--- config.mk ---
export PLATFORM = sky130hd
export DESIGN_NAME = io_prefix_qualifier
export DESIGN_NICKNAME = d
export VERILOG_FILES = /design/src/rtl/iopq_pkg.sv /design/src/rtl/iopq_prefix_track.sv /design/src/rtl/iopq_byte_seq.sv /design/src/rtl/iopq_strobe_decode.sv /design/src/rtl/iopq_irq_shadow.sv /design/src/rtl/io_prefix_qualifier.sv
export SDC_FILE = /design/constraint.sdc
export NUM_CORES = 1
export LEC_CHECK = 0
export ABC_AREA = 1
export ABC_CLOCK_PERIOD_IN_PS = 1400
export BUFFER_PORTS_ARGS = -buffer_cell sky130_fd_sc_hd__buf_2
export CAP_MARGIN = 15
export CELL_PAD_IN_SITES_DETAIL_PLACEMENT = 1
export CELL_PAD_IN_SITES_GLOBAL_PLACEMENT = 1
export CORE_ASPECT_RATIO = 1.25
export CORE_MARGIN = 4
export CORE_UTILIZATION = 33
export DETAILED_ROUTE_END_ITERATION = 16
export GPL_ROUTABILITY_DRIVEN = 0
export PLACE_DENSITY_LB_ADDON = 0.12
export SETUP_SLACK_MARGIN = 0.5
export SLEW_MARGIN = 20
export SYNTH_ARGS = -nofsm -noshare
export SYNTH_HDL_FRONTEND = slang
export SYNTH_HIERARCHICAL = 1
export SYNTH_SLANG_ARGS = --single-unit
--- constraint.sdc ---
create_clock -name clk -period 1.4 [get_ports clk]
set_input_delay 0.35 -clock clk [delete_from_list [all_inputs] [get_ports clk]]
set_output_delay 0.35 -clock clk [all_outputs]
set_load 0.01 [all_outputs]
--- src/rtl/iopq_pkg.sv ---
// Package: shared types for the I/O prefix access qualifier.
// Assumes at most three target spaces, coded as below.
package iopq_pkg;
    localparam int NSPACE = 3;

    typedef enum logic [1:0] {
        SPC_MEM   = 2'd0,
        SPC_IOINT = 2'd1,
        SPC_IOEXT = 2'd2
    } space_e;
endpackage

--- src/rtl/iopq_prefix_track.sv ---
// Module: iopq_prefix_track
// Holds the I/O prefix of the current instruction and gives the space that
// a data request made this cycle belongs to. A pulse takes effect in its
// own cycle. A later pulse replaces an earlier one, and instr_end clears
// the state unless a pulse arrives in the same cycle.
// Assumes pfx_sel_ext is valid whenever pfx_seen is high.
module iopq_prefix_track
    import iopq_pkg::*;
(
    input  logic   clk,
    input  logic   rst_n,
    input  logic   pfx_seen,
    input  logic   pfx_sel_ext,
    input  logic   instr_end,
    output space_e eff_space
);
    logic act_q;
    logic ext_q;

    // Purpose: record or clear the prefix at instruction boundaries.
    always_ff @(posedge clk) begin
        if (!rst_n) begin
            act_q <= 1'b0;
            ext_q <= 1'b0;
        end else if (pfx_seen) begin
            act_q <= 1'b1;
            ext_q <= pfx_sel_ext;
        end else if (instr_end) begin
            act_q <= 1'b0;
        end
    end

    // Purpose: resolve the space of a request in this cycle.
    always_comb begin
        if (pfx_seen)
            eff_space = pfx_sel_ext ? SPC_IOEXT : SPC_IOINT;
        else if (act_q)
            eff_space = ext_q ? SPC_IOEXT : SPC_IOINT;
        else
            eff_space = SPC_MEM;
    end

    // an end without a new prefix leaves no prefix behind.
    p_prefix_cleared_r4: assert property (@(posedge clk) disable iff (!rst_n)
        (instr_end && !pfx_seen) |=> !act_q);

    // the latest pulse decides the space.
    p_latest_prefix_r5: assert property (@(posedge clk) disable iff (!rst_n)
        pfx_seen |=> (act_q && ext_q == $past(pfx_sel_ext)));
endmodule

--- src/rtl/iopq_byte_seq.sv ---
// Module: iopq_byte_seq
// Registers one access and issues its byte cycles. A byte access takes one
// strobe cycle. A word access takes two cycles, at A and A+1, in the same
// space and direction. Requests are not accepted while the second byte is
// pending. A read wins when read and write are requested together.
// Assumes the requested space has already been resolved by the caller.
module iopq_byte_seq
    import iopq_pkg::*;
#(
    parameter int ADDR_W = 16
) (
    input  logic              clk,
    input  logic              rst_n,
    input  logic              rd_req,
    input  logic              wr_req,
    input  logic              word_acc,
    input  logic [ADDR_W-1:0] eff_addr,
    input  space_e            req_space,
    output logic              cyc_act,
    output logic              cyc_wr,
    output space_e            cyc_space,
    output logic [ADDR_W-1:0] cyc_addr,
    output logic              busy
);
    localparam logic [ADDR_W-1:0] ADDR_ONE = {{(ADDR_W-1){1'b0}}, 1'b1};

    logic              act_q;
    logic              wr_q;
    logic              busy_q;
    space_e            sp_q;
    logic [ADDR_W-1:0] addr_q;
    logic              start;

    // Purpose: accept a request only when no second byte is pending.
    always_comb begin
        start = (rd_req || wr_req) && !busy_q;
    end

    // Purpose: step through the byte cycles of the current access.
    always_ff @(posedge clk) begin
        if (!rst_n) begin
            act_q  <= 1'b0;
            wr_q   <= 1'b0;
            busy_q <= 1'b0;
            sp_q   <= SPC_MEM;
            addr_q <= '0;
        end else if (busy_q) begin
            act_q  <= 1'b1;
            addr_q <= addr_q + ADDR_ONE;
            busy_q <= 1'b0;
        end else if (start) begin
            act_q  <= 1'b1;
            wr_q   <= wr_req && !rd_req;
            sp_q   <= req_space;
            addr_q <= eff_addr;
            busy_q <= word_acc;
        end else begin
            act_q  <= 1'b0;
            busy_q <= 1'b0;
        end
    end

    assign cyc_act   = act_q;
    assign cyc_wr    = wr_q;
    assign cyc_space = sp_q;
    assign cyc_addr  = addr_q;
    assign busy      = busy_q;

    // the second byte follows at the next address in the same space.
    p_second_byte_r7: assert property (@(posedge clk) disable iff (!rst_n)
        busy_q |=> (act_q && addr_q == $past(addr_q) + ADDR_ONE
                    && $stable(sp_q) && $stable(wr_q)));

    // a request in the busy cycle does not alter the second byte.
    p_busy_ignore_r8: assert property (@(posedge clk) disable iff (!rst_n)
        (busy_q && (rd_req || wr_req)) |=> (!busy_q && $stable(sp_q)));
endmodule

--- src/rtl/iopq_strobe_decode.sv ---
// Module: iopq_strobe_decode
// Expands the active cycle into one read and one write strobe per space.
// Assumes the space code is one of the NSPACE values in iopq_pkg.
module iopq_strobe_decode
    import iopq_pkg::*;
(
    input  logic              cyc_act,
    input  logic              cyc_wr,
    input  space_e            cyc_space,
    output logic [NSPACE-1:0] rd_vec,
    output logic [NSPACE-1:0] wr_vec
);
    // Purpose: one strobe pair for each target space.
    for (genvar g = 0; g < NSPACE; g++) begin : g_space
        assign rd_vec[g] = cyc_act && (cyc_space == space_e'(g)) && !cyc_wr;
        assign wr_vec[g] = cyc_act && (cyc_space == space_e'(g)) &&  cyc_wr;
    end

    // never more than one strobe.
    always_comb begin
        a_one_strobe_r11: assert ($onehot0({rd_vec, wr_vec}));
    end
endmodule

--- src/rtl/iopq_irq_shadow.sv ---
// Module: iopq_irq_shadow
// Holds off interrupts for one instruction after a privileged one. The
// flag is loaded only at instruction ends, so it covers the whole next
// instruction, including that instruction's end cycle.
// Assumes priv_instr is valid whenever instr_end is high.
module iopq_irq_shadow (
    input  logic clk,
    input  logic rst_n,
    input  logic instr_end,
    input  logic priv_instr,
    output logic irq_inhibit
);
    logic inh_q;

    // Purpose: sample the privilege of each completing instruction.
    always_ff @(posedge clk) begin
        if (!rst_n)
            inh_q <= 1'b0;
        else if (instr_end)
            inh_q <= priv_instr;
    end

    assign irq_inhibit = inh_q;

    // the flag moves only after an instruction end.
    p_inhibit_hold_r10: assert property (@(posedge clk) disable iff (!rst_n)
        !instr_end |=> $stable(irq_inhibit));

    // a privileged end always leaves the flag raised.
    p_inhibit_set_r10: assert property (@(posedge clk) disable iff (!rst_n)
        (instr_end && priv_instr) |=> irq_inhibit);
endmodule

--- src/rtl/io_prefix_qualifier.sv ---
// Module: io_prefix_qualifier (top)
// Steers data accesses to the memory, internal I/O or external I/O strobes
// according to the one-instruction I/O prefix, sequences word accesses as
// two byte cycles, and produces the interrupt-inhibit after privileged
// instructions. Strobes and bus_addr are registered: they appear in the
// cycle after the request.
// Assumes the decoder holds off new requests while seq_busy is high.
module io_prefix_qualifier
    import iopq_pkg::*;
#(
    parameter int ADDR_W = 16
) (
    input  logic              clk,
    input  logic              rst_n,
    input  logic              pfx_seen,
    input  logic              pfx_sel_ext,
    input  logic [ADDR_W-1:0] eff_addr,
    input  logic              rd_req,
    input  logic              wr_req,
    input  logic              word_acc,
    input  logic              fetch_cyc,
    input  logic              instr_end,
    input  logic              priv_instr,
    output logic              mem_rd,
    output logic              mem_wr,
    output logic              int_io_rd,
    output logic              int_io_wr,
    output logic              ext_io_rd,
    output logic              ext_io_wr,
    output logic [ADDR_W-1:0] bus_addr,
    output logic              seq_busy,
    output logic              irq_inhibit
);
    space_e            eff_space;
    space_e            req_space;
    space_e            cyc_space;
    logic              cyc_act;
    logic              cyc_wr;
    logic [NSPACE-1:0] rd_vec;
    logic [NSPACE-1:0] wr_vec;

    iopq_prefix_track u_prefix (
        .clk        (clk),
        .rst_n      (rst_n),
        .pfx_seen   (pfx_seen),
        .pfx_sel_ext(pfx_sel_ext),
        .instr_end  (instr_end),
        .eff_space  (eff_space)
    );

    // Purpose: fetch cycles are never redirected.
    always_comb begin
        req_space = fetch_cyc ? SPC_MEM : eff_space;
    end

    iopq_byte_seq #(.ADDR_W(ADDR_W)) u_seq (
        .clk      (clk),
        .rst_n    (rst_n),
        .rd_req   (rd_req),
        .wr_req   (wr_req),
        .word_acc (word_acc),
        .eff_addr (eff_addr),
        .req_space(req_space),
        .cyc_act  (cyc_act),
        .cyc_wr   (cyc_wr),
        .cyc_space(cyc_space),
        .cyc_addr (bus_addr),
        .busy     (seq_busy)
    );

    iopq_strobe_decode u_dec (
        .cyc_act  (cyc_act),
        .cyc_wr   (cyc_wr),
        .cyc_space(cyc_space),
        .rd_vec   (rd_vec),
        .wr_vec   (wr_vec)
    );

    iopq_irq_shadow u_shadow (
        .clk        (clk),
        .rst_n      (rst_n),
        .instr_end  (instr_end),
        .priv_instr (priv_instr),
        .irq_inhibit(irq_inhibit)
    );

    assign mem_rd    = rd_vec[SPC_MEM];
    assign mem_wr    = wr_vec[SPC_MEM];
    assign int_io_rd = rd_vec[SPC_IOINT];
    assign int_io_wr = wr_vec[SPC_IOINT];
    assign ext_io_rd = rd_vec[SPC_IOEXT];
    assign ext_io_wr = wr_vec[SPC_IOEXT];

    // an accepted fetch reads memory in the next cycle.
    p_fetch_mem_r6: assert property (@(posedge clk) disable iff (!rst_n)
        (rd_req && fetch_cyc && !seq_busy) |=> mem_rd);

    // a request carrying both strobes is a read.
    p_read_wins_r9: assert property (@(posedge clk) disable iff (!rst_n)
        (rd_req && wr_req && !seq_busy) |=> !(mem_wr || int_io_wr || ext_io_wr));

    // an accepted request puts its address on the bus.
    p_req_addr_r2: assert property (@(posedge clk) disable iff (!rst_n)
        ((rd_req || wr_req) && !seq_busy) |=> (bus_addr == $past(eff_addr)));
endmodule

==> impl_metrics.yaml <==
power:
  intPower_mw: 1.24
  finalPower_mw: 1.91
  swShare_pct: 35.3
  vdd_drop_max_mv: 0.608
  combPwrFrac_pct: 33.1
  leakagePower_nw: 1.20
  powerDensity_mw_per_mm2: 714
  pwr-share-seq_pct: 42.9
  p_clk_share_pct: 24.0
  power.switching_mw: 0.674
final_layout:
  fin_cells: 367
  fin_util_pct: 64.7
  final_area_mm2: 0.00267
  syn_to_final_growth_pct: 87.2
  fillers: 514
  num_antenna_cells: 0
  drive_gt1_share_pct: 62.4
  nNetsFinal: 339
synth:
  async_flop_share_pct: 0
  synth_top_area_cell: "dfxtp_1"
  synth_area_mm2: 0.00143
  yosysWarnings: 6
  synth_compound_area_share_pct: 16.1
  synth-main-ff-cell: "dfxtp_1"
  synth_nets: 253
  postSynthCellCount: 226
  synthMuxAreaShare_pct: 0
  syn_avg_cell_area_um2: 6.32
  synth_cell_type_count: 26
  synth_top_family_by_area: "simple AND/OR/NAND/NOR gates"
  synth_simple_gate_area_share_pct: 36.9
  synth_top_area_share_pct: 33.7
  synth-seq-area-share_pct: 33.7
  synth.ff_latch_count: 24
  synth_common_cells: "53 x nand2_1, 34 x nor2_1, 33 x inv_1"
  synthAdderAreaFrac_pct: 0.876
  synth_most_common_cell: "nand2_1"
  synth_edf_count: 0
  ys_top_cells_by_area: "dfxtp_1 34%, nand2_1 14%, nor2_1 8.9%"
  synth_xor_area_share_pct: 0.613
global_route:
  track_usage_pct: 23.6
  grt_pass1_wl_mm: 9.63
  grt_pass1_vias: 2012
  overflow: 0
  grt_max_degree: 15
  grt_antenna_before_repair: 0
timing:
  setup_viol: 4
  finClkSkew_ns: 0.0108
  final.setup.tns_ns: -0.133
  tightest_slew_ns: 0.372
  max_freq_ghz: 0.693
  worst_slack_ns: -0.0423
  hold_ws_ns: 0.310
  hold_viol_final: 0
  drv_slew: 0
  relSlewSlack_pct: 75.1
  fin_crit_sh_pct: 103
  rsz0062_at_grt: "yes"
  post-route-min-period_ns: 1.44
floorplanning:
  coreArea_mm2: 0.00413
  pin_count: 50
  start_util_pct: 34.6
  die_area_mm2: 0.00545
  die_height_um: 81.5
  die_x_um: 66.8
  row_count: 26
worst_setup_path:
  ff2ff_path_depth: 7
  cp_max_fo: 5
  worstSetupEndpointType: "flip-flop"
  crit_type: "reg -> reg"
  rrSetupSlack_ns: -0.04
  rr_startpoint: "u_seq/cyc_addr[0]"
  crit_required_ns: 1.63
  reg2reg_to: "u_seq/cyc_addr[6]"
  start_kind: "flip-flop"
  critical_path_arrival_ns: 1.67
drt:
  detail_route.vias_per_cell: 5.23
  post-route-drc-count: 0
  ant_nets: 0
  drtIter0Drc: 85
  wl_mm: 7.30
  drt-pass1-iter-count: 5
  num_vias: 1919
  wl_per_cell_um: 19.9
clock_network:
  htree_levels: 1
  cts.reportedPaths.clkPinSlew_ns: 0.10
  cts_num_sinks: 24
  clock-root-buffer: "clkbuf_8"
  cts_tree: "yes"
  clk_path_buf_depth: 2
  cts-buffers-inserted: 3
  insertion_delay_ns: 0.28
min_path:
  hold_class: "in -> reg"
  worstHoldStart: "rd_req"
  whs_path_depth: 2
  hold_path_end: "u_seq/cyc_wr"
outcome:
  violations: "negative setup slack"
  status: "finished with violations"
placement:
  dp_slack_ns: -0.0459
  dp.cells: 329
  dp_hpwl_mm: 3.29
  place_area_mm2: 0.00186
  portBuffers: 49
flow_run:
  cap_viol_max_count: 0
==> metal layers <==
layer	track usage (%)	vias to the layer above	part of all wire [%]
met5	0	-	0
met4	11.0	0	3.8
met3	3.56	22	3.5
met2	44.7	52	54
met1	25.1	952	39
li1	-	893	-
==> layout make-up <==
class	count	area (um2)	share of cell area, %
flip-flops and latches	24	552	20.6
clock buffers	3	41.3	1.54
repair buffers	86	752	28.1
inverters	35	144	5.38
clock inverters	1	3.75	0.140
well taps	56	70.1	2.62
multi-input cells	162	1110	41.5
==> registers in the layout, summed over array words and instances, names as in the netlist <==
| register | count |
|---|---|
| u_prefix/act_q | 1 |
| u_prefix/ext_q | 1 |
| u_seq/cyc_space | 2 |
| u_seq/cyc_act | 1 |
| u_seq/cyc_addr | 16 |
| u_seq/cyc_wr | 1 |
| u_seq/busy | 1 |
| u_shadow/irq_inhibit | 1 |
==> worst max-delay path, cell delays in order (launching register included) <==
cell      delay (ns)
dfxtp_4         0.41
ha_4            0.17
nand3_4         0.11
nor2_4          0.24
nand2_2         0.12
o211ai_1        0.20
nand2_1         0.10
inv_1           0.06
==> how the worst max path moves through the flow <==
stage                                   from                 to  slack, ns
after floorplan            u_seq/cyc_addr[1]  u_seq/cyc_addr[8]       0.17
final                      u_seq/cyc_addr[0]  u_seq/cyc_addr[6]      -0.04
after global routing      u_seq/cyc_space[0]             mem_wr      -0.12
after global placement                wr_req  u_seq/cyc_addr[6]     -0.006
after detailed placement              wr_req  u_seq/cyc_addr[6]      -0.05
after CTS                 u_seq/cyc_space[1]          ext_io_wr      0.008
==> cell usage in the layout, fill, tap and decap left out, drive strengths merged, types with 4 or more instances in the layout <==
cell type,instances
a21oi,13
a31oi,4
buf,86
dfxtp,24
inv,35
nand2,57
nand3,19
nor2,39
o21ai,17
==> power by group through the flow <==
| stage | Combinational (mW) | Clock, mW | Sequential (mW) |
|---|---|---|---|
| final | 0.632 | 0.458 | 0.820 |
| after CTS | 0.526 | 0.453 | 0.808 |
| after global routing | 0.678 | 0.485 | 0.828 |
| after global placement | 0.338 | 0 | 0.821 |
| after floorplan | 0.210 | 0 | 0.826 |
| after detailed placement | 0.344 | 0 | 0.822 |
==> what timing repair did <==
action	CTS	global route
setup buffers	27	5
setup endpoints to repair	45	45
hold buffers	0	0
pin swaps	26	27
cloned	2	0
gates resized for setup	86	48
==> logic make-up after synthesis <==
| group | Yosys count |
|---|---|
| flops | 24 |
| simple gates | 119 |
| xor+xnor | 1 |
| compound gates | 40 |
| buf+inv | 41 |
| fa+ha+maj | 1 |
Note: power is estimated with default switching activity, not from simulation.
